## config.mk

```make
export PLATFORM = sky130hd
export DESIGN_NAME = dma_tenure_ctrl
export DESIGN_NICKNAME = d
export VERILOG_FILES = /design/src/rtl/tenure_pkg.sv /design/src/rtl/tenure_datapath.sv /design/src/rtl/tenure_ctrl.sv /design/src/rtl/dma_tenure_ctrl.sv
export SDC_FILE = /design/constraint.sdc
export NUM_CORES = 1
export LEC_CHECK = 0
export BUFFER_PORTS_ARGS = -buffer_cell sky130_fd_sc_hd__buf_2
export CORE_ASPECT_RATIO = 1.75
export CORE_MARGIN = 3
export CORE_UTILIZATION = 51
export DETAILED_ROUTE_END_ITERATION = 8
export GPL_TIMING_DRIVEN = 0
export PLACE_DENSITY = 0.87
export SLEW_MARGIN = 40
export SYNTH_ARGS = -nofsm -noshare
export SYNTH_HDL_FRONTEND = slang
export SYNTH_HIERARCHICAL = 1
export SYNTH_SLANG_ARGS = --single-unit
```

## constraint.sdc

```tcl
create_clock -name clk -period 2.8 [get_ports clk]
set_input_delay 0.42 -clock clk [delete_from_list [all_inputs] [get_ports clk]]
set_output_delay 0.42 -clock clk [all_outputs]
set_load 0.03 [all_outputs]
```

## src/rtl/tenure_pkg.sv

```systemverilog
package tenure_pkg;
  typedef enum logic [1:0] {
    ST_IDLE = 2'd0,
    ST_ADDR = 2'd1,
    ST_DATA = 2'd2,
    ST_REL  = 2'd3
  } tenureState_e;

  // strobes from control to datapath
  typedef struct packed {
    logic load;     // capture start values at grant
    logic advance;  // a transfer completed
    logic tick;     // timer decrement cycle
  } dpStrobe_t;
endpackage

```

## src/rtl/tenure_datapath.sv

```systemverilog
module tenure_datapath
  import tenure_pkg::*;
#(
  parameter int ADDR_W      = 32,
  parameter int BE_W        = 4,
  parameter int CNT_W       = 8,
  parameter int TMR_W       = 16,
  parameter int DEFAULT_CAP = 16
) (
  input  logic              clk,
  input  logic              rstN,
  input  dpStrobe_t         strobe,
  input  logic [ADDR_W-1:0] startAddr,
  input  logic              dirIn,
  input  logic [CNT_W-1:0]  cfgXferLimit,
  input  logic [TMR_W-1:0]  cfgTimerLoad,
  output logic [ADDR_W-1:0] curAddr,
  output logic              curDir,
  output logic              capReached,
  output logic              timerZero
);
  localparam logic [ADDR_W-1:0] STEP     = ADDR_W'(BE_W);
  localparam logic [ADDR_W-1:0] LOW_MASK = ADDR_W'(BE_W - 1);

  logic [ADDR_W-1:0] addrReg;
  logic [CNT_W-1:0]  cntReg;
  logic [TMR_W-1:0]  timerReg;
  logic              dirReg;
  logic [CNT_W-1:0]  effLimit;
  logic [CNT_W:0]    cntInc;

  always_ff @(posedge clk or negedge rstN) begin
    if (!rstN) begin
      addrReg  <= '0;
      cntReg   <= '0;
      timerReg <= '0;
      dirReg   <= 1'b0;
    end else if (strobe.load) begin
      addrReg  <= startAddr & ~LOW_MASK;
      cntReg   <= '0;
      timerReg <= cfgTimerLoad;
      dirReg   <= dirIn;
    end else begin
      if (strobe.advance) begin
        addrReg <= addrReg + STEP;
        cntReg  <= cntReg + CNT_W'(1);
      end
      if (strobe.tick && (timerReg != '0)) begin
        timerReg <= timerReg - TMR_W'(1);
      end
    end
  end

  always_comb begin
    effLimit   = (cfgXferLimit == '0) ? CNT_W'(DEFAULT_CAP) : cfgXferLimit;
    cntInc     = {1'b0, cntReg} + (CNT_W+1)'(1);
    capReached = (cntInc >= {1'b0, effLimit});
  end

  assign curAddr   = addrReg;
  assign curDir    = dirReg;
  assign timerZero = (timerReg == '0);
endmodule

```

## src/rtl/tenure_ctrl.sv

```systemverilog
module tenure_ctrl
  import tenure_pkg::*;
#(
  parameter int LVL_W = 8,
  parameter int BE_W  = 4
) (
  input  logic             clk,
  input  logic             rstN,
  input  logic             xferPending,
  input  logic             busGrant,
  input  logic             tgtReady,
  input  logic             cfgRunMode,
  input  logic             curDir,
  input  logic [LVL_W-1:0] txLevel,
  input  logic [LVL_W-1:0] txHighMark,
  input  logic [LVL_W-1:0] rxLevel,
  input  logic [LVL_W-1:0] rxLowMark,
  input  logic             preempt,
  input  logic             eopIn,
  input  logic             capReached,
  input  logic             timerZero,
  output dpStrobe_t        strobe,
  output logic             busReq,
  output logic             frameOut,
  output logic             xferValid,
  output logic [BE_W-1:0]  byteEn,
  output logic             busRelease
);
  tenureState_e state, stateNext;
  logic preSeen, eopSeen;
  logic inTenure, doneNow, wmHit, stopNow, startNow;

  always_comb begin
    inTenure = (state == ST_ADDR) || (state == ST_DATA);
    startNow = (state == ST_IDLE) && busGrant && xferPending;
    doneNow  = (state == ST_DATA) && tgtReady;
    wmHit    = curDir ? (rxLevel <= rxLowMark) : (txLevel >= txHighMark);
    stopNow  = preSeen || preempt || eopSeen || eopIn || timerZero || wmHit ||
               (!cfgRunMode && capReached);

    stateNext = state;
    unique case (state)
      ST_IDLE: if (startNow) stateNext = ST_ADDR;
      ST_ADDR: stateNext = ST_DATA;
      ST_DATA: if (tgtReady) stateNext = stopNow ? ST_REL : ST_ADDR;
      ST_REL:  stateNext = ST_IDLE;
      default: stateNext = ST_IDLE;
    endcase

    strobe.load    = startNow;
    strobe.advance = doneNow;
    strobe.tick    = inTenure;
  end

  always_ff @(posedge clk or negedge rstN) begin
    if (!rstN) begin
      state   <= ST_IDLE;
      preSeen <= 1'b0;
      eopSeen <= 1'b0;
    end else begin
      state <= stateNext;
      if (startNow) begin
        preSeen <= 1'b0;
        eopSeen <= 1'b0;
      end else if (inTenure) begin
        preSeen <= preSeen || preempt;
        eopSeen <= eopSeen || eopIn;
      end
    end
  end

  assign busReq     = ((state == ST_IDLE) && xferPending) || inTenure;
  assign frameOut   = (state == ST_ADDR);
  assign xferValid  = (state == ST_DATA);
  assign byteEn     = (state == ST_DATA) ? '1 : '0;
  assign busRelease = (state == ST_REL);
endmodule

```

## src/rtl/dma_tenure_ctrl.sv

```systemverilog
module dma_tenure_ctrl
  import tenure_pkg::*;
#(
  parameter int ADDR_W      = 32,
  parameter int DATA_W      = 32,
  parameter int LVL_W       = 8,
  parameter int CNT_W       = 8,
  parameter int TMR_W       = 16,
  parameter int DEFAULT_CAP = 16
) (
  input  logic                  clk,
  input  logic                  rstN,
  input  logic                  xferPending,
  input  logic                  busGrant,
  input  logic                  dirWrite,
  input  logic [ADDR_W-1:0]     startAddr,
  input  logic [LVL_W-1:0]      txLevel,
  input  logic [LVL_W-1:0]      txHighMark,
  input  logic [LVL_W-1:0]      rxLevel,
  input  logic [LVL_W-1:0]      rxLowMark,
  input  logic                  eopIn,
  input  logic                  preempt,
  input  logic                  tgtReady,
  input  logic                  cfgRunMode,
  input  logic [CNT_W-1:0]      cfgXferLimit,
  input  logic [TMR_W-1:0]      cfgTimerLoad,
  output logic                  busReq,
  output logic                  frameOut,
  output logic                  xferValid,
  output logic                  xferWrite,
  output logic [ADDR_W-1:0]     xferAddr,
  output logic [DATA_W/8-1:0]   byteEn,
  output logic                  busRelease
);
  localparam int BE_W = DATA_W / 8;

  dpStrobe_t strobe;
  logic      curDir, capReached, timerZero;

  tenure_ctrl #(.LVL_W(LVL_W), .BE_W(BE_W)) u_ctrl (
    .clk(clk), .rstN(rstN), .xferPending(xferPending), .busGrant(busGrant),
    .tgtReady(tgtReady), .cfgRunMode(cfgRunMode), .curDir(curDir),
    .txLevel(txLevel), .txHighMark(txHighMark), .rxLevel(rxLevel),
    .rxLowMark(rxLowMark), .preempt(preempt), .eopIn(eopIn),
    .capReached(capReached), .timerZero(timerZero), .strobe(strobe),
    .busReq(busReq), .frameOut(frameOut), .xferValid(xferValid),
    .byteEn(byteEn), .busRelease(busRelease)
  );

  tenure_datapath #(
    .ADDR_W(ADDR_W), .BE_W(BE_W), .CNT_W(CNT_W), .TMR_W(TMR_W),
    .DEFAULT_CAP(DEFAULT_CAP)
  ) u_dp (
    .clk(clk), .rstN(rstN), .strobe(strobe), .startAddr(startAddr),
    .dirIn(dirWrite), .cfgXferLimit(cfgXferLimit), .cfgTimerLoad(cfgTimerLoad),
    .curAddr(xferAddr), .curDir(curDir), .capReached(capReached),
    .timerZero(timerZero)
  );

  assign xferWrite = curDir;
endmodule

```

==> impl_metrics.toml <==
[global_routing]
top_usage_layer = "met2"
use_met3_pct = 5.90
grt_use_met1_pct = 23.7
grt_pass1_wl_mm = 16.6
grt_util_met2_pct = 41.0
grt_max_degree = 60
grt_overflow_total = 0
grt_usage_pct = 22.7
grt_pass1_vias = 3844
grt_antenna_before_repair = 0

[synthesis]
syn_inst = 459
seq_area_frac_synth_pct = 36.1
synthFlopType = "dfrtp_1"
synth-seq-cells = 59
netlist_area_um2 = 4090
synth_edf_count = 0
ys_async_sr_fraction_pct = 100
synth_cell_types = 55
yosys_warnings = 6
syn_area_per_cell_um2 = 8.91

[power_and_ir_drop]
p_switching_w = 0.00231
pwr-share-seq_pct = 33.4
ir_drop_uv = 748
power_density_nw_per_um2 = 993
p_sw_share_pct = 44.8
p_int_w = 0.00284
power_frac_comb_pct = 46.7
p_leak_nw = 2.53
clock_power_share_pct = 19.9

[clock_tree]
cts_sinks = 59
root_buffer = "clkbuf_16"
cts_buffers = 9
insertion_delay_ns = 0.33
tritoncts = "built"
htreeDepth = 3
clk_path_buf_depth = 2
path_clk_slew_ns = 0.05
cts_hold_buffers = 0

[route]
routed_wl_mm = 10.3
viasPerCell = 5.54
vias = 3866
drt_iter0_markers = 144
first_pass_iters = 5
drc_errors = 0
wl_per_cell_um = 14.8
drtAntennaViolNets = 0

[floorplan]
start_util_pct = 53.3
fp.dieW_um = 73.7
die_h_um = 124
ioPinCount = 138
dieArea_um2 = 9170
core_area_um2 = 7670
rows = 42

[setup_path]
r2r_slack_ns = 0.1
startpoint_type = "flop"
worst-path-buf-inv = 0
r2r_cells = 12
worstPathRequired_ns = 3.02
worst_path_max_delay_cell = "dfrtp_1"
r2r-end = "u_ctrl/state[1]"
path_max_fanout = 3
critPathTopFamily = "compound AO/OA/AOI/OAI gates"
r2r_start = "u_dp/cntReg[1]"
crit_chain = "ha_1 -> and3_1 -> xor2_1 -> ha_1 -> a211oi_1 -> o21ai_0 -> a31oi_1 -> o211ai_1 -> and2b_1 -> o31ai_2 -> a31oi_1 -> a31o_1"
cp_data_arrival_time_ns = 2.92
crit_end = "u_ctrl/state[1]"
slowest_delay_ns = 0.39
timing.critical_path.to_type = "flop"
critPathKind = "flop to flop"
crit_path_start = "u_dp/cntReg[1]"
worstSetupPathDepth = 12

[timing]
period_share_pct = 96.5
min_period_ns = 2.70
whs_ns = -0.00345
slew_headroom_pct = 64.2
fmax_ghz = 0.370
grt_setup_unrepaired = "false"
worstMarginPinSlew_ns = 0.537
hold_violations = 8
tns_ns = 0
setup_viol = 0
final-max-slew-violation-count = 0
clock-skew-final_ns = 0.00811

[status]
violations = "negative hold slack"
status = "finished with violations"

[placement]
gp_congestion = 0.820
port-buffer-count = 133
dp.final_hpwl_mm = 7.89

[final_layout]
nets = 735
diodes = 0
drive_gt1_share_pct = 29.7
areaGrowthSynthToFinish_pct = 26.7

[hold_path]
hold_class = "primary input to asynchronous set/reset pin"

[job]
max_cap_viol_count = 0
==> cell type report <==
type,instances,area [um^2]
inverter,32,120
clock inverter,1,7.51
sequential,59,1480
buffer,25,131
fill,603,2490
clock buffer,14,274
multi-input combinational,344,2360
tap,88,110
timing repair buffer,135,696
==> sequential cells by signal, indices dropped and copies added (netlist names) <==
name	cells
u_dp/curDir	1
u_dp/curAddr	30
u_ctrl/eopSeen	1
u_ctrl/preSeen	1
u_dp/timerReg	16
u_ctrl/state	2
u_dp/cntReg	8
==> worst min-delay path by stage <==
stage	from	endpoint	cells after the start	slack, ns
floorplan	rstN	u_ctrl/eopSeen	0	0.12
finish	rstN	u_dp/curAddr[13]	1	-0.003
CTS	rstN	u_dp/curAddr[13]	1	0.18
detailed placement	u_ctrl/preSeen	u_ctrl/preSeen	2	0.49
global route	rstN	u_dp/curAddr[15]	1	0.01
global placement	u_ctrl/preSeen	u_ctrl/preSeen	2	0.48
==> worst register-to-register path, delay by kind of cell (launching register included) <==
kind	cells	cell delay, ns
xor gates and xnor gates	1	0.15
adders and majority gates	2	0.53
and+or+nand+nor	2	0.36
DFF	1	0.39
AOI/OAI and AO/OA	7	1.17
==> power groups by stage <==
| stage | Sequential (W) | Combinational [W] | Clock (W) |
|---|---|---|---|
| floorplan | 0.00205 | 0.00133 | 0 |
| finish | 0.00172 | 0.00240 | 0.00103 |
| CTS | 0.00172 | 0.00238 | 0.00105 |
| global placement | 0.00169 | 0.00228 | 0 |
| detailed placement | 0.00172 | 0.00236 | 0 |
| global route | 0.00178 | 0.00261 | 0.00109 |
==> placed cells by master (no fill, tap or decap), types with 3 or more instances in the layout <==
master,instances
a211oi_1,5
a21o_1,3
a21oi_1,10
a31oi_1,4
and2_1,3
and3_1,13
and4_1,3
buf_2,134
buf_4,11
clkbuf_1,13
clkbuf_16,9
clkbuf_8,3
dfrtp_1,59
ha_1,32
inv_1,31
mux2_2,4
mux2i_1,4
nand2_1,64
nand2b_1,4
nand3_1,13
nand4_1,14
nor2_1,19
nor2b_1,4
nor3_1,13
nor4_1,4
o21ai_0,37
o21ai_1,8
xnor2_1,18
xor2_1,34
==> metrics by stage <==
step,total power [W],setup WS (ns),instances,utilization [%],cell area (um^2)
after floorplan,0.00338,0.302,460,-,4090
after global placement,0.00398,0.0583,681,63.4,4870
after detailed placement,0.00408,0.0296,681,63.5,4870
after CTS,0.00515,0.0146,696,67.1,5150
after global routing,0.00548,0.0155,698,67.5,5180
final,0.00514,0.0992,698,67.5,5180
==> cell families (layout without fill, tap and decap cells) <==
logic type      after synthesis  count (layout)  synth area share [%]
xor+xnor                     52              52                  11.1
fa+ha+maj                    32              32                  9.79
buf+inv                      57             207                  6.12
compound gates               80              80                  11.8
mux                           8               8                  2.08
other cells                   1               2                0.0917
flops                        59              59                  36.1
simple gates                170             170                  22.9
==> Yosys cell counts, types with 5 or more instances <==
| cell type | instances | share of area (%) |
|---|---|---|
| ha_1 | 32 | 9.8 |
| nor3_1 | 13 | 1.6 |
| nand3_1 | 13 | 1.6 |
| inv_1 | 31 | 2.8 |
| nand4_1 | 14 | 2.1 |
| dfrtp_1 | 59 | 36 |
| o21ai_1 | 8 | 0.98 |
| a211oi_1 | 5 | 0.92 |
| buf_4 | 9 | 1.7 |
| clkbuf_1 | 12 | 1.1 |
| nand2_1 | 64 | 5.9 |
| a21oi_1 | 10 | 1.2 |
| o21ai_0 | 37 | 4.5 |
| nor2_1 | 19 | 1.7 |
| xor2_1 | 34 | 7.3 |
| and3_1 | 13 | 2.0 |
| xnor2_1 | 18 | 3.9 |
==> layer usage <==
metal | up-vias | share of wire, %
li1 | 1874 | -
met1 | 1815 | 36
met5 | - | 0
met2 | 157 | 53
met4 | 0 | 2.4
met3 | 20 | 8.3
==> repair_timing <==
| action | 4_1_cts | 5_1_grt |
|---|---|---|
| buffers inserted | 0 | 1 |
| endpoints found under the setup margin | 0 | 4 |
| gates resized for setup | 0 | 2 |
(Power assumes the default switching activity.)
